## src/rtl/rdo_pkg.sv

```systemverilog
package rdo_pkg;

    localparam int CH_N    = 6;
    localparam int WORD_W  = 16;
    localparam int LANE_N  = 3;
    localparam int PAIR_N  = CH_N / 2;
    localparam int POS_MAX = CH_N * WORD_W;
    localparam int POS_W   = $clog2(POS_MAX + 1);
    localparam int CH_W    = $clog2(CH_N);
    localparam int BIT_W   = $clog2(WORD_W);
    localparam int SLOT_W  = POS_W - BIT_W;

    typedef enum logic [1:0] {
        RES_FULL      = 2'b00,
        RES_DROP2     = 2'b01,
        RES_DROP4     = 2'b10,
        RES_DROP4_ALT = 2'b11
    } res_mode_e;

    typedef enum logic [1:0] {
        LANES_NONE,
        LANES_ONE,
        LANES_TWO,
        LANES_THREE
    } lane_mode_e;

    typedef struct packed {
        logic            hit;
        logic [CH_W-1:0] ch;
    } slot_src_t;

    // Blank the bits above the active resolution.
    function automatic logic [WORD_W-1:0] fmt_word(logic [WORD_W-1:0] raw, res_mode_e m);
        logic [WORD_W-1:0] keep;
        case (m)
            RES_FULL:  keep = '1;
            RES_DROP2: keep = {2'b00, {(WORD_W-2){1'b1}}};
            default:   keep = {4'b0000, {(WORD_W-4){1'b1}}};
        endcase
        return raw & keep;
    endfunction

    function automatic lane_mode_e decode_lanes(logic [LANE_N-1:0] en);
        if (en == 3'b111)      return LANES_THREE;
        if (en[1:0] == 2'b11)  return LANES_TWO;
        if (en[0])             return LANES_ONE;
        return LANES_NONE;
    endfunction

    function automatic logic [LANE_N-1:0] drive_mask(lane_mode_e m);
        case (m)
            LANES_THREE: return 3'b111;
            LANES_TWO:   return 3'b011;
            LANES_ONE:   return 3'b001;
            default:     return 3'b000;
        endcase
    endfunction

    // Which result occupies a given slot of a given lane.
    function automatic slot_src_t lane_source(lane_mode_e m, int lane, logic [SLOT_W-1:0] slot);
        slot_src_t s;
        s.hit = 1'b0;
        s.ch  = '0;
        case (m)
            LANES_THREE: if (slot < 2) begin
                s.hit = 1'b1;
                s.ch  = CH_W'(2*lane + int'(slot));
            end
            LANES_TWO: if (lane < 2 && slot < 3) begin
                s.hit = 1'b1;
                s.ch  = (slot == 2) ? CH_W'(4 + lane) : CH_W'(2*lane + int'(slot));
            end
            LANES_ONE: if (lane == 0 && slot < SLOT_W'(CH_N)) begin
                s.hit = 1'b1;
                s.ch  = CH_W'(slot);
            end
            default: ;
        endcase
        return s;
    endfunction

endpackage

```

## src/rtl/rdo_capture.sv

```systemverilog
module rdo_capture
    import rdo_pkg::*;
#(
    parameter int N_CH = CH_N,
    parameter int W    = WORD_W
) (
    input  logic                      clk,
    input  logic                      rst,
    input  logic                      load,
    input  logic [N_CH-1:0][W-1:0]    raw_words,
    input  logic [N_CH/2-1:0]         pair_valid,
    input  res_mode_e                 res_mode,
    output logic [N_CH-1:0][W-1:0]    words
);

    for (genvar i = 0; i < N_CH; i++) begin : g_ch
        always_ff @(posedge clk) begin
            if (rst) begin
                words[i] <= '0;
            end else if (load) begin
                words[i] <= pair_valid[i/2] ? fmt_word(raw_words[i], res_mode) : '0;
            end
        end
    end

    // a masked pair is stored as zeros.
    for (genvar p = 0; p < N_CH/2; p++) begin : g_chk
        p_masked_pair_zero_r9: assert property (@(posedge clk) disable iff (rst)
            (load && !pair_valid[p]) |=> (words[2*p] == '0 && words[2*p+1] == '0));
    end

endmodule

```

## src/rtl/rdo_bitpos.sv

```systemverilog
module rdo_bitpos #(
    parameter int POS_LIMIT = 96,
    parameter int PW        = $clog2(POS_LIMIT + 1)
) (
    input  logic          clk,
    input  logic          rst,
    input  logic          load,
    input  logic          cs_n,
    input  logic          sclk,
    output logic [PW-1:0] pos
);

    logic sclk_q;
    logic sclk_fall;

    always_ff @(posedge clk) begin
        if (rst) sclk_q <= 1'b0;
        else     sclk_q <= sclk;
    end

    assign sclk_fall = sclk_q & ~sclk;

    always_ff @(posedge clk) begin
        if (rst || load) begin
            pos <= '0;
        end else if (!cs_n && sclk_fall && pos != PW'(POS_LIMIT)) begin
            pos <= pos + 1'b1;
        end
    end

    p_load_restarts_r10: assert property (@(posedge clk) disable iff (rst)
        load |=> pos == '0);

    p_hold_deselected_r3: assert property (@(posedge clk) disable iff (rst)
        (!load && cs_n) |=> pos == $past(pos));

    p_never_past_end_r8: assert property (@(posedge clk) disable iff (rst)
        pos <= PW'(POS_LIMIT));

    p_single_step_r3: assert property (@(posedge clk) disable iff (rst)
        (!load && !cs_n && pos < PW'(POS_LIMIT)) |=>
            (pos == $past(pos) || pos == $past(pos) + 1'b1));

endmodule

```

## src/rtl/rdo_lane_mux.sv

```systemverilog
module rdo_lane_mux
    import rdo_pkg::*;
(
    input  logic                           clk,
    input  logic                           rst,
    input  logic [POS_W-1:0]               pos,
    input  logic [CH_N-1:0][WORD_W-1:0]    words,
    input  lane_mode_e                     mode,
    input  logic                           cs_n,
    output logic [LANE_N-1:0]              dout,
    output logic [LANE_N-1:0]              dout_oe
);

    logic [LANE_N-1:0]  mask;
    logic [SLOT_W-1:0]  slot;
    logic [BIT_W-1:0]   bit_sel;

    assign mask    = drive_mask(mode);
    assign slot    = pos[POS_W-1:BIT_W];
    assign bit_sel = BIT_W'(WORD_W-1) - pos[BIT_W-1:0];

    for (genvar l = 0; l < LANE_N; l++) begin : g_lane
        slot_src_t src;
        logic      data;
        always_comb begin
            src  = lane_source(mode, l, slot);
            data = src.hit ? words[src.ch][bit_sel] : 1'b0;
        end
        assign dout_oe[l] = ~cs_n & mask[l];
        assign dout[l]    = dout_oe[l] & data;

        // once past the last slot of the lane, only zeros leave.
        p_tail_zero_r8: assert property (@(posedge clk) disable iff (rst)
            (pos == POS_W'(POS_MAX)) |-> dout[l] == 1'b0);
    end

    p_idle_hiz_r1: assert property (@(posedge clk) disable iff (rst)
        cs_n |-> (dout_oe == '0 && dout == '0));

endmodule

```

## src/rtl/result_serial_out.sv

```systemverilog
module result_serial_out
    import rdo_pkg::*;
(
    input  logic                         clk,
    input  logic                         rst,
    input  logic                         load,
    input  logic [CH_N-1:0][WORD_W-1:0]  result_words,
    input  logic [PAIR_N-1:0]            pair_valid,
    input  logic [1:0]                   res_mode,
    input  logic [LANE_N-1:0]            lane_en,
    input  logic                         cs_n,
    input  logic                         sclk,
    output logic [LANE_N-1:0]            dout,
    output logic [LANE_N-1:0]            dout_oe
);

    logic [CH_N-1:0][WORD_W-1:0] words;
    logic [POS_W-1:0]            pos;
    lane_mode_e                  mode;

    assign mode = decode_lanes(lane_en);

    rdo_capture #(.N_CH(CH_N), .W(WORD_W)) u_capture (
        .clk       (clk),
        .rst       (rst),
        .load      (load),
        .raw_words (result_words),
        .pair_valid(pair_valid),
        .res_mode  (res_mode_e'(res_mode)),
        .words     (words)
    );

    rdo_bitpos #(.POS_LIMIT(POS_MAX), .PW(POS_W)) u_bitpos (
        .clk (clk),
        .rst (rst),
        .load(load),
        .cs_n(cs_n),
        .sclk(sclk),
        .pos (pos)
    );

    rdo_lane_mux u_mux (
        .clk    (clk),
        .rst    (rst),
        .pos    (pos),
        .words  (words),
        .mode   (mode),
        .cs_n   (cs_n),
        .dout   (dout),
        .dout_oe(dout_oe)
    );

    p_enable_respected_r11: assert property (@(posedge clk) disable iff (rst)
        (dout_oe & ~lane_en) == '0);

    p_lane0_needed_r11: assert property (@(posedge clk) disable iff (rst)
        !lane_en[0] |-> dout_oe == '0);

endmodule

```

## config.mk

```make
export PLATFORM = sky130hd
export DESIGN_NAME = result_serial_out
export DESIGN_NICKNAME = d
export VERILOG_FILES = /design/src/rtl/rdo_pkg.sv /design/src/rtl/rdo_capture.sv /design/src/rtl/rdo_bitpos.sv /design/src/rtl/rdo_lane_mux.sv /design/src/rtl/result_serial_out.sv
export SDC_FILE = /design/constraint.sdc
export NUM_CORES = 1
export LEC_CHECK = 0
export ABC_AREA = 1
export CAP_MARGIN = 30
export CORE_ASPECT_RATIO = 0.5
export CORE_MARGIN = 1
export CORE_UTILIZATION = 35
export CTS_CLUSTER_DIAMETER = 200
export DETAILED_ROUTE_END_ITERATION = 7
export SLEW_MARGIN = 15
export SYNTH_ARGS = -nofsm -noshare
export SYNTH_HDL_FRONTEND = slang
export SYNTH_SLANG_ARGS = --single-unit
```

## constraint.sdc

```tcl
create_clock -name clk -period 4.23 [get_ports clk]
set_input_delay 0.846 -clock clk [delete_from_list [all_inputs] [get_ports clk]]
set_output_delay 0.846 -clock clk [all_outputs]
set_load 0.05 [all_outputs]
```

After elaboration in Yosys (flattened, before gate mapping)
Cells that the tools add are included. Widths: inputs -> output; s select.

Logic and storage cells: 95. Output and inout bits: 6. Register bits after elaboration: 104.

Order comparisons: 7. Add/subtract/negate cells: 4. Equality and inequality tests: 8. Bitwise gates (word level): 15. Muxes and demuxes: 48. Reduce and logical (&&, ||, !) cells: 5.

Operators with widths (count): $mux 16 (11); $bmux 16 s3 (3); $and 16x16->16 (6); $pmux 16 s2 (1); $mux 4 (7); $bmux 1 s4 (3); $lt 3x4->1 const B (3); $mux 1 (12); $mux 2 (6); $pmux 4 s3 (1); $pmux 3 s3 (1); $pmux 4 s2 (1); $add 7x1->7 const B (1); $and 1x1->1 (7); $ne 7x7->1 const B (1); $eq 2x2->1 const B (3); $lt 3x2->1 const B (2); $mux 3 (2); $lt 4x5->1 const B (1); $eq 2x1->1 const B (2); $sub 4x4->4 const A (1); $add 2x3->3 const A (1); $add 3x3->3 const A (1); $eq 3x2->1 const B (1); 7 further kinds (9).

Depth between registers and ports, before layout
Gate-level depths: netlist of the first run.

Depth after elaboration: 16. Mapped depth: 17. Gate-level depth less buffers: 16.

By module
A second synthesis of the first run with hierarchy kept.

Cells, all modules: 1247. Area total of the unflattened synthesis: 7505.9 µm².

Modules (own cells, without submodules): rdo_lane_mux (seq. area each 0.0 µm², cells each 746, area an instance 3587.2 µm², times used 1); rdo_capture (seq. area each 1921.8 µm², cells each 423, area an instance 3395.8 µm², times used 1); rdo_bitpos (seq. area each 160.2 µm², cells each 72, area an instance 499.2 µm², times used 1); result_serial_out (seq. area each 0.0 µm², cells each 6, area an instance 23.8 µm², times used 1).

Least setup slack after synthesis of the first run
No wires, ideal clock.

Path type: input port to output port. From: input lane_en[1]. To: output dout[2]. Stages: 14. Required time: 3.384 ns. Data arrival time: 2.708 ns. Setup slack: 0.676 ns. Path through: nand2_2 -> nor2_4 -> nand2_2 -> buf_6 -> buf_2 -> o211ai_1 -> nand3_1 -> nand3_1 -> nand2_1 -> nand2_1 -> nand2_1 -> o21ai_1 -> nand2_1 -> nor2_1.

Cells in the longest elaborated chain, start to end: 14.

RTL lines: start, declared (RTL line result_serial_out.sv:10) `input logic [LANE_N-1:0] lane_en,`; $eq 2x2->1 (RTL line rdo_pkg.sv:45) `if (en[1:0] == 2'b11) return LANES_TWO;`; $mux 2 (RTL line rdo_pkg.sv:45); $mux 2 (RTL line rdo_pkg.sv:46) `if (en[0]) return LANES_ONE;`; $mux 2 (RTL line rdo_pkg.sv:47) `return LANES_NONE;`; $mux 2 (RTL line rdo_pkg.sv:46); $mux 2 * (RTL line rdo_pkg.sv:45); $eq 2x2->1 (RTL line rdo_pkg.sv:51, rdo_pkg.sv:64); $mux 4 (RTL line rdo_pkg.sv:64) `case (m)`; $bmux 16 s3 (RTL line rdo_lane_mux.sv:27) `data = src.hit ? words[src.ch][bit_sel] : 1'b0;`; $mux 16 (not written as such) (RTL line rdo_lane_mux.sv:27); $bmux 1 s4 (RTL line rdo_lane_mux.sv:27); $mux 1 (not written as such) (RTL line rdo_lane_mux.sv:27); $mux 1 (RTL line rdo_lane_mux.sv:27); $and 1x1->1 * (RTL line rdo_lane_mux.sv:30) `assign dout[l] = dout_oe[l] & data;`; end, declared (RTL line result_serial_out.sv:13) `output logic [LANE_N-1:0] dout,`.

Every way passes the cells marked *; elsewhere a longest branch is shown, timed or not. The select of a mux whose other input is x is not followed.

Final worst setup path of the first run
From: register u_bitpos.pos[5]. To: output dout[0].

Cells in the longest elaborated chain, start to end: 10.

RTL lines: start, declared (RTL line rdo_bitpos.sv:10) `output logic [PW-1:0] pos`; start signal, assigned (RTL line rdo_bitpos.sv:27) `pos <= pos + 1'b1;`; branches (longest 3 deep; another with $lt 3x3->1); $pmux 4 s3 * (RTL line rdo_pkg.sv:64); $bmux 16 s3 (RTL line rdo_lane_mux.sv:27); $mux 16 (not written as such) (RTL line rdo_lane_mux.sv:27); $bmux 1 s4 (RTL line rdo_lane_mux.sv:27); $mux 1 (not written as such) (RTL line rdo_lane_mux.sv:27); $mux 1 * (RTL line rdo_lane_mux.sv:27); $and 1x1->1 * (RTL line rdo_lane_mux.sv:30).

Mark *: on every way between the ends. The select of a mux whose other input is x is not followed.

==> metrics.yaml, run 1 <==
drv_slew: 0
clock.fmax_mhz: 257
cts_hold_buf: 0
fillers: 1924
nNetsFinal: 1315
clock_skew_ns: 0.00698
hold_violations: 0
io-pin-count: 115
p_clk_share_pct: 41.4
finalSetupViolCount: 0
period_minus_slack_ns: 3.89
grt.overflow.total: 0
synth_seq_area_share_pct: 30.0
critPathRequiredTime_ns: 3.38
ys_types: 31
dpl.cell_count: 1435
rows: 35
p_int_mw: 1.72
syn-cell-area_mm2: 0.00694
slew_headroom_pct: 38.6
dr.pass1.iters: 5
clock_sinks: 104
drive_gt1_share_pct: 8.31
worstMarginPinSlew_ns: 0.922
clock-root-buffer: "clkbuf_16"
max-cap-violations: 0
worstReg2RegStart: "u_bitpos.pos[3]"
portBuffers: 114
irDropWorstVdd_mv: 0.190
setup_tns_ns: 0
cts_tree: "yes"
crit_arrival_ns: 3.04
p_seq_share_pct: 44.7
postSynthAreaPerCell_um2: 6.19
die_w_um: 201
hpwl_mm: 17.2
wl_mm: 26.0
grt_pass1_wl_mm: 40.5
regToRegEndpoint: "u_bitpos.pos[5]"
syn_nets: 1236
synth-seq-cells: 104
grt_max_degree: 87
wl_per_cell_um: 17.8
netSwitchingPower_mw: 0.590
switching_share_pct: 25.5
synth_ff_type: "dfxtp_1"
critPathLaunch: "u_bitpos.pos[5]"
hold_path_class: "reg2reg"
vias: 8153
worst_slack_ns: 0.341
cts_buffers: 9
core_region_area_mm2: 0.0189
synthCells: 1120
regArea_mm2: 0.00209
start_util_pct: 36.8
synth_edf_count: 0
crit_fanout: 12
cts.clk_slew.worst_paths_ns: 0.08
htree_num_levels: 3
rsz0062_at_grt: "false"
synthArstFlopShare_pct: 0
grt_pass1_vias: 7709
place_congestion: 0.862
avgViaCountPerCell: 5.57
worstSkewPairLatency_ns: 0.37
regToRegSetupSlack_ns: 2.15
ant_nets: 0
fin_area_mm2: 0.00909
path_class: "reg2out"
placed_area_mm2: 0.00842
clock_path_buffers: 2
fp.dieArea_mm2: 0.0204
die_y_um: 102
yosys_warnings: 0
drtIter0Drc: 772
syn2layout_area_growth_pct: 31.0
num_antenna_cells: 0
holdWs_ns: 0.517
powerDensity_mw_per_mm2: 254
status: "complete, no violations"
layout_common_cells: "nand2_1 (267), nand3_1 (195), inv_1 (107), clkdlybuf4s50_1 (107), dfxtp_1 (101)"
pwr-share-comb_pct: 13.9
gr-usage-all-layers_pct: 24.9
antenna_found_initial: 1
final_common_cell: "nand2_1"
final_cells: 1463
drc: 0
multi_input_area_mm2: 0.00409
ff2ff_path_depth: 8
place_ws_ns: 0.0118
crit_end: "dout[0]"
crit_path_end_kind: "output pin"
startpoint_type: "flop"
finalCritPeriodShare_pct: 91.9
leakagePower_nw: 3.57
==> critical path, cell delays in order, from the launching register on <==
cell	delay (ns)
dfxtp_2	0.36
inv_1	0.19
ha_1	0.26
nand2_1	0.07
inv_1	0.15
nand2_8	0.07
buf_12	0.15
nand3_2	0.15
buf_4	0.22
nand2_1	0.08
nand3_1	0.07
nand3_1	0.07
nand3_1	0.12
nand3_1	0.11
nand3_1	0.09
nand2_1	0.06
nor2_1	0.20
nor2_2	0.09
buf_12	0.15
==> flip-flops by register name (all words and copies together), names as in the netlist <==
register	count
u_bitpos.sclk_q	1
u_bitpos.pos	7
u_capture.words	96
==> layer usage <==
layer  GRT usage (%)  wire length, um  vias up
met5               0                0        -
met4            7.16              465        0
met3            4.18             2030       43
met2            40.9            11600      345
met1            33.7            11900     3781
li1                -                -     3984
==> per-stage QoR <==
step	power, mW	util (%)
6_report	2.31	48.2
3_5_place_dp	1.37	44.6
3_3_place_gp	1.36	44.6
2_1_floorplan	1.20	-
5_1_grt	2.40	48.2
4_1_cts	2.31	46.4
==> worst min-delay path by stage <==
| stage | start | endpoint | depth (start not counted) |
|---|---|---|---|
| after CTS | u_capture.words[33] | u_capture.words[33] | 2 |
| final | u_capture.words[60] | u_capture.words[60] | 2 |
| after detailed placement | u_capture.words[33] | u_capture.words[33] | 2 |
| after global placement | u_capture.words[62] | u_capture.words[62] | 2 |
| after global routing | u_capture.words[49] | u_capture.words[49] | 2 |
| after floorplan | u_capture.words[37] | u_capture.words[37] | 2 |
==> logic make-up after synthesis <==
logic type	after synthesis	share of synthesized area (%)
and+or+nand+nor	569	36.9
AOI/OAI and AO/OA	236	19.6
buffers and inverters	204	12.2
DFF	104	30.0
adders and majority gates	7	1.26
==> power by group through the flow <==
stage          registers (mW)  clock network [mW]  logic, mW
4_1_cts                  1.03               0.970      0.314
6_report                 1.03               0.956      0.321
2_1_floorplan            1.05                   0      0.155
3_3_place_gp             1.05                   0      0.310
5_1_grt                  1.04                1.01      0.354
3_5_place_dp             1.05                   0      0.312
==> synth_stat cells, types with 6 or more instances <==
library cell	n	area share, %
nand2_2	6	0.54
nand3_1	201	15
o21ai_0	70	5.1
inv_1	108	5.8
nor2_1	37	2.0
nor3_1	6	0.43
o211ai_1	27	2.9
inv_2	6	0.32
nand4_1	38	3.4
dfxtp_1	104	30
o22ai_1	75	6.8
buf_2	34	2.5
a21oi_1	56	4.0
nand2_1	271	15
clkbuf_1	43	2.3
ha_1	7	1.3
==> area by class of cell <==
type | instances | share of cell area [%]
multi-input cells | 812 | 45.0
clock inverters | 5 | 0.867
inverters | 116 | 4.79
well taps | 259 | 3.57
flip-flops and latches | 104 | 22.9
repair buffers | 156 | 20.0
clock buffers | 11 | 2.78
==> repair_timing <==
action,CTS,global route
setup endpoints to repair,0,3
resized for setup,0,31
endpoints found under the hold margin,0,0
buffers inserted,0,5
No activity file was read; power rests on OpenSTA's default activity.
==> inputs of run 2 (changes only) <==
CORE_UTILIZATION = 30   (was 35)
RECOVER_POWER = 50   (was default)
==> run 2 against run 1 <==
Count of clock-buffer cells in the layout up 3. Register-to-register slack worse by 0.50 ns. The flow now finishes with violations (capacitance limit, slew limit). Clock power down 0.7%.
==> metrics.yaml, run 2 (synthesis results as in run 1) <==
final_common_cell: "nand2_1"
crit_buf_inv: 5  # unchanged
place_congestion: 0.908  # +5.3%
clock_skew_ns: 0.00690  # -0.0000835 ns
path_cells: "inv_1 > ha_1 > nand2_1 > inv_1 > nand2_4 > buf_12 > nand2_8 > buf_12 > o21ai_0 > a21oi_1 > nor2_1 > nor2_1 > nor2_1 > nand2_1 > nand2_1 > nand2_1 > a21oi_2 > buf_12"
avgViaCountPerCell: 5.43  # -2.6%
io-pin-count: 115  # unchanged
ant_nets: 0  # unchanged
cts_buffers: 9  # unchanged
fin_util_pct: 40.2  # -7.9 points
cp.depth: 18  # unchanged
start_util_pct: 31.3  # -5.4 points
wl_per_cell_um: 17.6  # -1.2%
hold_path_class: "reg2reg"
grt_pass1_wl_mm: 41.6  # +2.7%
hold_violations: 0  # unchanged
largest_reg_flops: 96  # unchanged
drv_slew: 86  # +86
cts_tree: "yes"
cts_hold_buf: 0  # unchanged
cp_slowest_stage_delay_ns: 0.50  # +0.14 ns
antenna_found_initial: 0  # -1
die_y_um: 110  # +7.9%
regArea_mm2: 0.00208  # -0.12%
gr-usage-all-layers_pct: 22.3  # -2.6 points
fp.dieArea_mm2: 0.0238  # +16%
htree_num_levels: 3  # unchanged
clock.fmax_mhz: 251  # -2.3%
wl_mm: 26.4  # +1.6%
crit_arrival_ns: 3.13  # +0.09 ns
critPathRequiredTime_ns: 3.38  # about the same
status: "finished, violations left"
core_region_area_mm2: 0.0222  # +17%
nNetsFinal: 1316  # +0.076%
drive_gt1_share_pct: 6.64  # -1.7 points
finalSetupViolCount: 0  # unchanged
fin_area_mm2: 0.00891  # -2.0%
finalCritPeriodShare_pct: 94.1  # +2.1 points
grt.overflow.total: 0  # unchanged
drc: 0  # unchanged
powerDensity_mw_per_mm2: 258  # +1.5%
die_w_um: 217  # +7.9%
grt_pass1_vias: 7763  # +0.70%
worstSkewPairLatency_ns: 0.35  # -0.02 ns
crit_top_cell: "nand2_1"
period_minus_slack_ns: 3.98  # +0.0908 ns
layout_common_cells: "nand2_1 (271), nand3_1 (201), inv_1 (109)"
rsz0062_at_grt: "false"
crit_path_end_kind: "output pin"
critPathSlowestCell: "dfxtp_1"
startpoint_type: "flop"
rows: 38  # +8.6%
drtIter0Drc: 875  # +13%
violations: "capacitance limit, slew limit"
dr.pass1.iters: 6  # +1
leakagePower_nw: 3.44  # -3.5%
num_antenna_cells: 0  # unchanged
worstMarginPinSlew_ns: 1.76  # +0.835 ns
irDropWorstVdd_mv: 0.164  # -14%
vias: 8167  # +0.17%
hold_depth: 2  # unchanged
cts.clk_slew.worst_paths_ns: 0.07  # about the same
syn2layout_area_growth_pct: 28.5
portBuffers: 114  # unchanged
crit_family: "simple AND/OR/NAND/NOR gates"
placed_area_mm2: 0.00851  # +1.0%
clock-root-buffer: "clkbuf_16"
reg_top3: "u_capture.words: 96 flops, u_bitpos.pos: 7 flops, u_bitpos.sclk_q: 1 flops"
multi_input_area_mm2: 0.00403  # -1.6%
grt_max_degree: 86  # -1.1%
top_register: "u_capture.words"
fillers: 2355  # +22%
max-cap-violations: 1  # +1
clock_path_buffers: 2  # unchanged
slew_headroom_pct: -17.1  # -56 points
path_class: "reg2out"
ff2ff_path_depth: 10  # +2
clock_sinks: 104  # unchanged
crit_fanout: 36  # +24
hpwl_mm: 18.9  # +9.6%
run 2: repair_timing:
action / in CTS / in global routing
pin swaps: 0 / 2
resized for setup: 2 / 7
gates cloned: 0 / 1
buffers inserted: 2 / 2
setup endpoints to repair: 2 / 3
run 2: stage by stage:
| stage | total power, mW | cells | setup TNS (ns) | worst slack [ns] | hold WS (ns) |
|---|---|---|---|---|---|
| 6_report | 2.30 | 1505 | 0 | 0.251 | 0.509 |
| 2_1_floorplan | 1.20 | 1120 | 0 | 0.676 | 0.472 |
| 5_1_grt | 2.40 | 1505 | 0 | 0.0413 | 0.542 |
| 3_5_place_dp | 1.37 | 1484 | -0.177 | -0.175 | 0.506 |
| 4_1_cts | 2.32 | 1502 | 0 | 0.0239 | 0.516 |
| 3_3_place_gp | 1.37 | 1483 | -0.184 | -0.184 | 0.500 |
run 2: area by class of cell:
class	count	area share, %
multi-input combinational	812	45.2
sequential	104	23.4
timing repair buffer	157	18.5
inverter	116	4.93
tap	300	4.21
clock buffer	14	3.07
clock inverter	2	0.674
run 2: final timing paths:
path | startpoint | end | slack [ns]
hold reg to reg | u_capture.words[53] | u_capture.words[53] | 0.51
setup reg to reg | u_bitpos.pos[1] | u_bitpos.pos[5] | 1.65
setup / recovery | u_bitpos.pos[6] | dout[1] | 0.25
hold / removal | u_capture.words[53] | u_capture.words[53] | 0.51
run 2: worst reg2reg max path, cell delays in order (launching register included):
cell,delay [ns]
dfxtp_1,0.33
clkinv_1,0.41
clkbuf_1,0.48
ha_1,0.32
nand3_1,0.07
nand2_1,0.13
inv_1,0.12
nand4_1,0.13
nor2_1,0.19
nand2_1,0.07
a221oi_1,0.23
run 2: per-layer routing:
metal  share of wire (%)  vias up  track usage [%]
met5                   0        -                0
met1                  47     3775             30.4
li1                    -     3990                -
met4                 2.1        0             7.29
met2                  43      351             35.2
met3                 7.5       51             4.26
run 2: where the power goes:
group / internal [mW] / total (mW) / leakage, nW / switching [mW]
logic: 0.151 / 0.316 / 2.43 / 0.165
clock network: 0.569 / 0.949 / 0.163 / 0.380
registers: 1.01 / 1.03 / 0.847 / 0.0211
